[src/rtl/tgr_pkg.sv]
`timescale 1ns/1ps
package tgr_pkg;
  localparam int unsigned GR_W = 16;

  typedef enum logic [1:0] {
    ACT_NONE = 2'b00,
    ACT_LOW  = 2'b01,
    ACT_HIGH = 2'b10,
    ACT_TGL  = 2'b11
  } pin_act_e;

  // per-register control field: capture select plus action/edge code
  typedef struct packed {
    logic       cap;
    logic [1:0] sel;
  } gr_ctl_t;

  localparam logic [1:0] ADR_GRA  = 2'd0;
  localparam logic [1:0] ADR_GRB  = 2'd1;
  localparam logic [1:0] ADR_STAT = 2'd2;
  localparam logic [1:0] ADR_CTL  = 2'd3;
endpackage

[src/rtl/tgr_edge.sv]
`timescale 1ns/1ps
module tgr_edge #(
  parameter int unsigned STAGES = 2
) (
  input  logic       clk,
  input  logic       rst_n,
  input  logic       din,
  input  logic [1:0] sel,
  output logic       pulse
);
  logic [STAGES-1:0] sync_q, sync_d;
  logic              prev_q, prev_d;
  logic              cur, rise, fall;

  always_comb begin
    sync_d = {sync_q[STAGES-2:0], din};
    cur    = sync_q[STAGES-1];
    prev_d = cur;
    rise   = cur & ~prev_q;
    fall   = ~cur & prev_q;
    if (sel[1])      pulse = rise | fall;
    else if (sel[0]) pulse = fall;
    else             pulse = rise;
  end

  always_ff @(posedge clk or negedge rst_n) begin
    if (!rst_n) begin
      sync_q <= '0;
      prev_q <= 1'b0;
    end else begin
      sync_q <= sync_d;
      prev_q <= prev_d;
    end
  end
endmodule

[src/rtl/tgr_reg.sv]
`timescale 1ns/1ps
module tgr_reg #(
  parameter int unsigned W = 16
) (
  input  logic         clk,
  input  logic         rst_n,
  input  logic         stby,
  input  logic [W-1:0] cnt,
  input  logic         cap_mode,
  input  logic         cap_pulse,
  input  logic         we_lo,
  input  logic         we_hi,
  input  logic [W-1:0] wdata,
  input  logic         stat_rd,
  input  logic         clr0,
  output logic [W-1:0] val,
  output logic         flag,
  output logic         hit
);
  localparam int unsigned HALF = W / 2;

  logic [W-1:0] val_q, val_d;
  logic         flag_q, flag_d;
  logic         seen_q, seen_d;
  logic         capt, set_ev, val_en;

  always_comb begin
    hit    = ~cap_mode & (cnt == val_q);
    capt   = cap_mode & cap_pulse;
    set_ev = hit | capt;
    val_en = stby | capt | we_lo | we_hi;

    val_d = val_q;
    if (stby) begin
      val_d = '1;
    end else if (capt) begin
      val_d = cnt;
    end else begin
      if (we_hi) val_d[W-1:HALF]  = wdata[W-1:HALF];
      if (we_lo) val_d[HALF-1:0]  = wdata[HALF-1:0];
    end

    flag_d = flag_q;
    if (stby)                 flag_d = 1'b0;
    else if (set_ev)          flag_d = 1'b1;
    else if (clr0 && seen_q)  flag_d = 1'b0;

    seen_d = seen_q;
    if (stby)                 seen_d = 1'b0;
    else if (stat_rd && flag_q) seen_d = 1'b1;
    else if (!flag_d)         seen_d = 1'b0;
  end

  always_ff @(posedge clk or negedge rst_n) begin
    if (!rst_n) begin
      val_q  <= '1;
      flag_q <= 1'b0;
      seen_q <= 1'b0;
    end else begin
      if (val_en) val_q <= val_d;
      flag_q <= flag_d;
      seen_q <= seen_d;
    end
  end

  assign val  = val_q;
  assign flag = flag_q;
endmodule

[src/rtl/tgr_pin.sv]
`timescale 1ns/1ps
module tgr_pin
  import tgr_pkg::*;
(
  input  logic       clk,
  input  logic       rst_n,
  input  logic       stby,
  input  logic [1:0] act,
  input  logic       hit,
  input  logic       pwm,
  input  logic       pwm_set,
  input  logic       pwm_clr,
  output logic       pin
);
  logic pin_q, pin_d;

  always_comb begin
    pin_d = pin_q;
    if (stby) begin
      pin_d = 1'b0;
    end else if (pwm) begin
      if (pwm_clr)      pin_d = 1'b0;
      else if (pwm_set) pin_d = 1'b1;
    end else if (hit) begin
      case (pin_act_e'(act))
        ACT_LOW:  pin_d = 1'b0;
        ACT_HIGH: pin_d = 1'b1;
        ACT_TGL:  pin_d = ~pin_q;
        default:  pin_d = pin_q;
      endcase
    end
  end

  always_ff @(posedge clk or negedge rst_n) begin
    if (!rst_n) pin_q <= 1'b0;
    else        pin_q <= pin_d;
  end

  assign pin = pin_q;
endmodule

[src/rtl/tmr_gr_chan.sv]
`timescale 1ns/1ps
module tmr_gr_chan
  import tgr_pkg::*;
#(
  parameter int unsigned W           = GR_W,
  parameter int unsigned SYNC_STAGES = 2
) (
  input  logic         clk,
  input  logic         rst_n,
  input  logic         stby_i,
  input  logic [W-1:0] cnt_i,
  input  logic         pwm_i,
  input  logic         cap_a_i,
  input  logic         cap_b_i,
  input  logic [1:0]   bus_addr,
  input  logic         bus_wr,
  input  logic         bus_rd,
  input  logic [1:0]   bus_be,
  input  logic [W-1:0] bus_wdata,
  output logic [W-1:0] bus_rdata,
  output logic         pin_a_o,
  output logic         pin_b_o,
  output logic         flag_a_o,
  output logic         flag_b_o
);
  localparam int unsigned NREG = 2;
  localparam int unsigned CW   = $bits(gr_ctl_t);

  gr_ctl_t [NREG-1:0]         ctl_q, ctl_d;
  logic    [NREG-1:0][W-1:0]  gr_val;
  logic    [NREG-1:0]         flag, hit, cap_in, cap_pls, cap_eff, pin;
  logic    [NREG-1:0]         gr_we, pwm_set, pwm_clr;
  logic                       ctl_we, ctl_en, stat_rd, stat_clr;
  logic    [W-1:0]            gr_a, gr_b;
  logic                       cap_a_eff, cap_b_eff;

  assign cap_in   = {cap_b_i, cap_a_i};
  assign ctl_we   = bus_wr & (bus_addr == ADR_CTL) & bus_be[0];
  assign ctl_en   = ctl_we | stby_i;
  assign stat_rd  = bus_rd & (bus_addr == ADR_STAT);
  assign stat_clr = bus_wr & (bus_addr == ADR_STAT) & bus_be[0];

  always_comb begin
    ctl_d = ctl_q;
    if (stby_i) begin
      ctl_d = '0;
    end else if (ctl_we) begin
      ctl_d[0] = gr_ctl_t'(bus_wdata[CW-1:0]);
      ctl_d[1] = gr_ctl_t'(bus_wdata[4+CW-1:4]);
    end
  end

  always_ff @(posedge clk or negedge rst_n) begin
    if (!rst_n)      ctl_q <= '0;
    else if (ctl_en) ctl_q <= ctl_d;
  end

  for (genvar i = 0; i < NREG; i++) begin : g_gr
    assign cap_eff[i] = ctl_q[i].cap & ~pwm_i;
    assign gr_we[i]   = bus_wr & (bus_addr == 2'(i));
    if (i == 0) begin : g_pwm_lead
      assign pwm_set[i] = hit[0];
      assign pwm_clr[i] = hit[1];
    end else begin : g_pwm_none
      assign pwm_set[i] = 1'b0;
      assign pwm_clr[i] = 1'b0;
    end

    tgr_edge #(.STAGES(SYNC_STAGES)) u_edge (
      .clk   (clk),
      .rst_n (rst_n),
      .din   (cap_in[i]),
      .sel   (ctl_q[i].sel),
      .pulse (cap_pls[i])
    );

    tgr_reg #(.W(W)) u_reg (
      .clk       (clk),
      .rst_n     (rst_n),
      .stby      (stby_i),
      .cnt       (cnt_i),
      .cap_mode  (cap_eff[i]),
      .cap_pulse (cap_pls[i]),
      .we_lo     (gr_we[i] & bus_be[0]),
      .we_hi     (gr_we[i] & bus_be[1]),
      .wdata     (bus_wdata),
      .stat_rd   (stat_rd),
      .clr0      (stat_clr & ~bus_wdata[i]),
      .val       (gr_val[i]),
      .flag      (flag[i]),
      .hit       (hit[i])
    );

    tgr_pin u_pin (
      .clk     (clk),
      .rst_n   (rst_n),
      .stby    (stby_i),
      .act     (ctl_q[i].sel),
      .hit     (hit[i]),
      .pwm     (pwm_i),
      .pwm_set (pwm_set[i]),
      .pwm_clr (pwm_clr[i]),
      .pin     (pin[i])
    );
  end

  always_comb begin
    bus_rdata = '0;
    case (bus_addr)
      ADR_GRA:  bus_rdata = gr_val[0];
      ADR_GRB:  bus_rdata = gr_val[1];
      ADR_STAT: bus_rdata[NREG-1:0] = flag;
      default: begin
        bus_rdata[CW-1:0]   = ctl_q[0];
        bus_rdata[4+CW-1:4] = ctl_q[1];
      end
    endcase
  end

  assign gr_a      = gr_val[0];
  assign gr_b      = gr_val[1];
  assign cap_a_eff = cap_eff[0];
  assign cap_b_eff = cap_eff[1];
  assign pin_a_o   = pin[0];
  assign pin_b_o   = pin[1];
  assign flag_a_o  = flag[0];
  assign flag_b_o  = flag[1];
endmodule

[config.mk]
export PLATFORM = sky130hd
export DESIGN_NAME = tmr_gr_chan
export DESIGN_NICKNAME = d
export VERILOG_FILES = /design/src/rtl/tgr_pkg.sv /design/src/rtl/tgr_edge.sv /design/src/rtl/tgr_reg.sv /design/src/rtl/tgr_pin.sv /design/src/rtl/tmr_gr_chan.sv
export SDC_FILE = /design/constraint.sdc
export NUM_CORES = 1
export LEC_CHECK = 0
export BUFFER_PORTS_ARGS = -buffer_cell sky130_fd_sc_hd__buf_2
export CORE_MARGIN = 4
export CORE_UTILIZATION = 30
export DETAILED_ROUTE_END_ITERATION = 7
export PLACE_DENSITY = 0.46
export SYNTH_ARGS = -nofsm -noshare
export SYNTH_HDL_FRONTEND = slang
export SYNTH_SLANG_ARGS = --single-unit
[constraint.sdc]
create_clock -name clk -period 3.2 [get_ports clk]
set_clock_uncertainty 0.15 [all_clocks]
set_input_delay 0.64 -clock clk [delete_from_list [all_inputs] [get_ports clk]]
set_output_delay 0.64 -clock clk [all_outputs]
set_load 0.01 [all_outputs]
==> results.toml <==
[route]
firstDrtPassIters = 4
drtIter0Drc = 131
vias = 2835
ant_nets = 0
drc = 0
wl_per_cell_um = 17.9
drt-vias-per-instance = 4.94
finalWirelength_um = 10300

[power]
p_leak_nw = 1.77
power_switching_share_pct = 27.8
netSwitchingPower_mw = 0.394
clock_power_share_pct = 33.7
internal_power_mw = 1.02
power.share.sequential_pct = 48.3
combPwrFrac_pct = 18.1
vdd_drop_max_mv = 0.189
p_per_area_nw_per_um2 = 365

[clock_tree]
clk_pin_slew_ns = 0.10
clock-sinks = 50
cts_made_buffers = 5
cts_resized = 0
cts_buffer_depth = 2
hold_buffers = 0
htree_levels = 2
cts_tree = "done"
clk_latency_ns = 0.31
root_buffer = "clkbuf_8"
post_cts_buffers = 0

[synthesis]
ys_warn_count = 0
netlist_top_cells_count = "72 x nand2_1, 44 x nor2_1, 32 x dfstp_2"
seq_area_frac_synth_pct = 38.5
synth_area_um2 = 3350
ys.flop_type = "dfstp_2"
synth.area.top_cells = "dfstp_2 25%, dfrtp_1 13%, nand2_1 8.1%"
synth_edf_count = 0
ys_ff_latch = 50
syn_avg_cell_area_um2 = 8.92
synthesis.instances = 376
yosysTopAreaCell = "dfstp_2"
synthesis.nets = 426
yosys.area.top_type_share_pct = 25.1
synthArstFlopShare_pct = 100
ys_types = 46
synth_most_common_cell = "nand2_1"

[sta]
finalWorstSetupSlack_ns = 0.604
rsz0062_at_grt = "no"
finalHoldViolCount = 0
tns_ns = 0
period_share_pct = 81.1
max_freq_mhz = 385
setup_viol = 0
finalMaxSlewViolations = 0
slew_headroom_pct = 37.3
period_needed_ns = 2.60
tightest_slew_ns = 0.935

[layout]
drive_above_1_share_pct = 29.3
fin_nets = 484
fin_util_pct = 35.7
diodes = 0
fillers = 1144
area_delta_synth_final_pct = 15.8

[setup_path]
crit_slowest_cell = "mux4_2"
end_kind = "primary output"
path_class = "input pin to primary output"
slowest_delay_ns = 0.57
required_ns = 2.41
crit_chain = "buf_2 -> mux4_2 -> buf_2"
r2r_cells = 6
cp_max_fo = 17
start_kind = "input pin"
crit_path_frequent_cell = "buf_2"
arrival_ns = 1.81

[floorplanning]
dieArea_um2 = 12900
io_pins = 64
die_h_um = 114
initial_core_util_pct = 30.8
core_area_um2 = 10900
die_x_um = 114
rows = 38

[placement]
dp_hpwl_um = 7390
pre_cts_ws_ns = 0.602
gp_congestion = 0.761
port_buffers = 63

[grt]
grt_pass1_vias = 2858
grt_antenna_before_repair = 0
grt_pass1_wl_um = 16100
grt_max_degree = 47
grt.overflow.total = 0
track_usage_pct = 16.2

[worst_hold_path]
hold_path_depth = 0
hold_class = "flip-flop to flip-flop"

[flow_run]
drv_cap = 0

[run_status]
status = "completed"
==> power by group through the flow <==
| stage | Sequential [mW] | Combinational, mW | Clock [mW] |
|---|---|---|---|
| 2_1_floorplan | 0.689 | 0.144 | 0 |
| 3_3_place_gp | 0.695 | 0.257 | 0 |
| 3_5_place_dp | 0.695 | 0.258 | 0 |
| 4_1_cts | 0.685 | 0.260 | 0.493 |
| 5_1_grt | 0.688 | 0.284 | 0.512 |
| 6_report | 0.685 | 0.256 | 0.477 |
==> routing by layer <==
layer / track usage (%) / share of wire (%) / vias to the layer above
met5: 0 / 0 / -
li1: - / - / 1391
met3: 1.91 / 3.6 / 8
met2: 26.3 / 48 / 54
met1: 22.4 / 46 / 1382
met4: 5.05 / 1.7 / 0
==> layout by cell type, fill, tap and decap left out, drive strengths merged, types with 8 or more instances in the layout <==
cell,n
o21ai,13
mux2i,16
or2,24
nand2b,12
nor2,45
xor2,8
dfrtp,18
buf,70
nand4,8
a31oi,25
nand3,13
dfstp,32
xnor2,24
nand2,72
==> cell families after synthesis <==
group | synth area share (%)
compound gates | 10.5
xor+xnor | 8.36
fa+ha+maj | 2.24
buf+inv | 4.55
flops | 38.5
mux | 8.36
simple gates | 27.5
==> stage by stage <==
| stage | area, um^2 | std cells | hold WS, ns | power (mW) |
|---|---|---|---|---|
| after floorplan | 3350 | 376 | 0.181 | 0.833 |
| after global placement | 3770 | 567 | 0.183 | 0.952 |
| after detailed placement | 3770 | 567 | 0.186 | 0.953 |
| after CTS | 3880 | 574 | 0.210 | 1.44 |
| after global routing | 3880 | 574 | 0.215 | 1.48 |
| final | 3880 | 574 | 0.209 | 1.42 |
==> flip-flops by register name (all words and copies together) (netlist names) <==
signal,cells
g_gr.u_edge.prev_q,2
g_gr.u_pin.pin,2
g_gr.u_reg.val,32
g_gr.u_reg.seen_q,2
g_gr.u_edge.sync_q,4
ctl_q,6
g_gr.u_reg.flag,2
==> final cells by class <==
| cell class | instances | area (um^2) | area share (%) |
|---|---|---|---|
| clock buffer | 6 | 82.6 | 2.13 |
| tap | 140 | 175 | 4.51 |
| sequential | 50 | 1290 | 33.3 |
| inverter | 7 | 26.3 | 0.677 |
| timing repair buffer | 70 | 368 | 9.47 |
| clock inverter | 1 | 30.0 | 0.773 |
| multi-input combinational | 300 | 1910 | 49.2 |
==> critical path: cells and delay by family <==
kind	cells	cell delay (ns)
mux	1	0.57
buf+inv	2	0.59
==> path summary, 6_finish.rpt <==
path | from | to | slack, ns
worst max-delay path | bus_addr[0] | bus_rdata[0] | 0.60
worst min-delay path | g_gr[1].u_edge.sync_q[0]$_DFF_PN0_ | g_gr[1].u_edge.sync_q[1]$_DFF_PN0_ | 0.21
worst max register to register | g_gr[0].u_edge.sync_q[1]$_DFF_PN0_ | g_gr[0].u_reg.seen_q$_DFFE_PN0P_ | 0.83
worst min register to register | g_gr[1].u_edge.sync_q[0]$_DFF_PN0_ | g_gr[1].u_edge.sync_q[1]$_DFF_PN0_ | 0.21
max in group asynchronous | rst_n | g_gr[0].u_reg.val[14]$_DFFE_PN1P_ | 1.87
min in group asynchronous | rst_n | ctl_q[3]$_DFFE_PN0P_ | 0.28
Power figures use the tool's default switching activity.
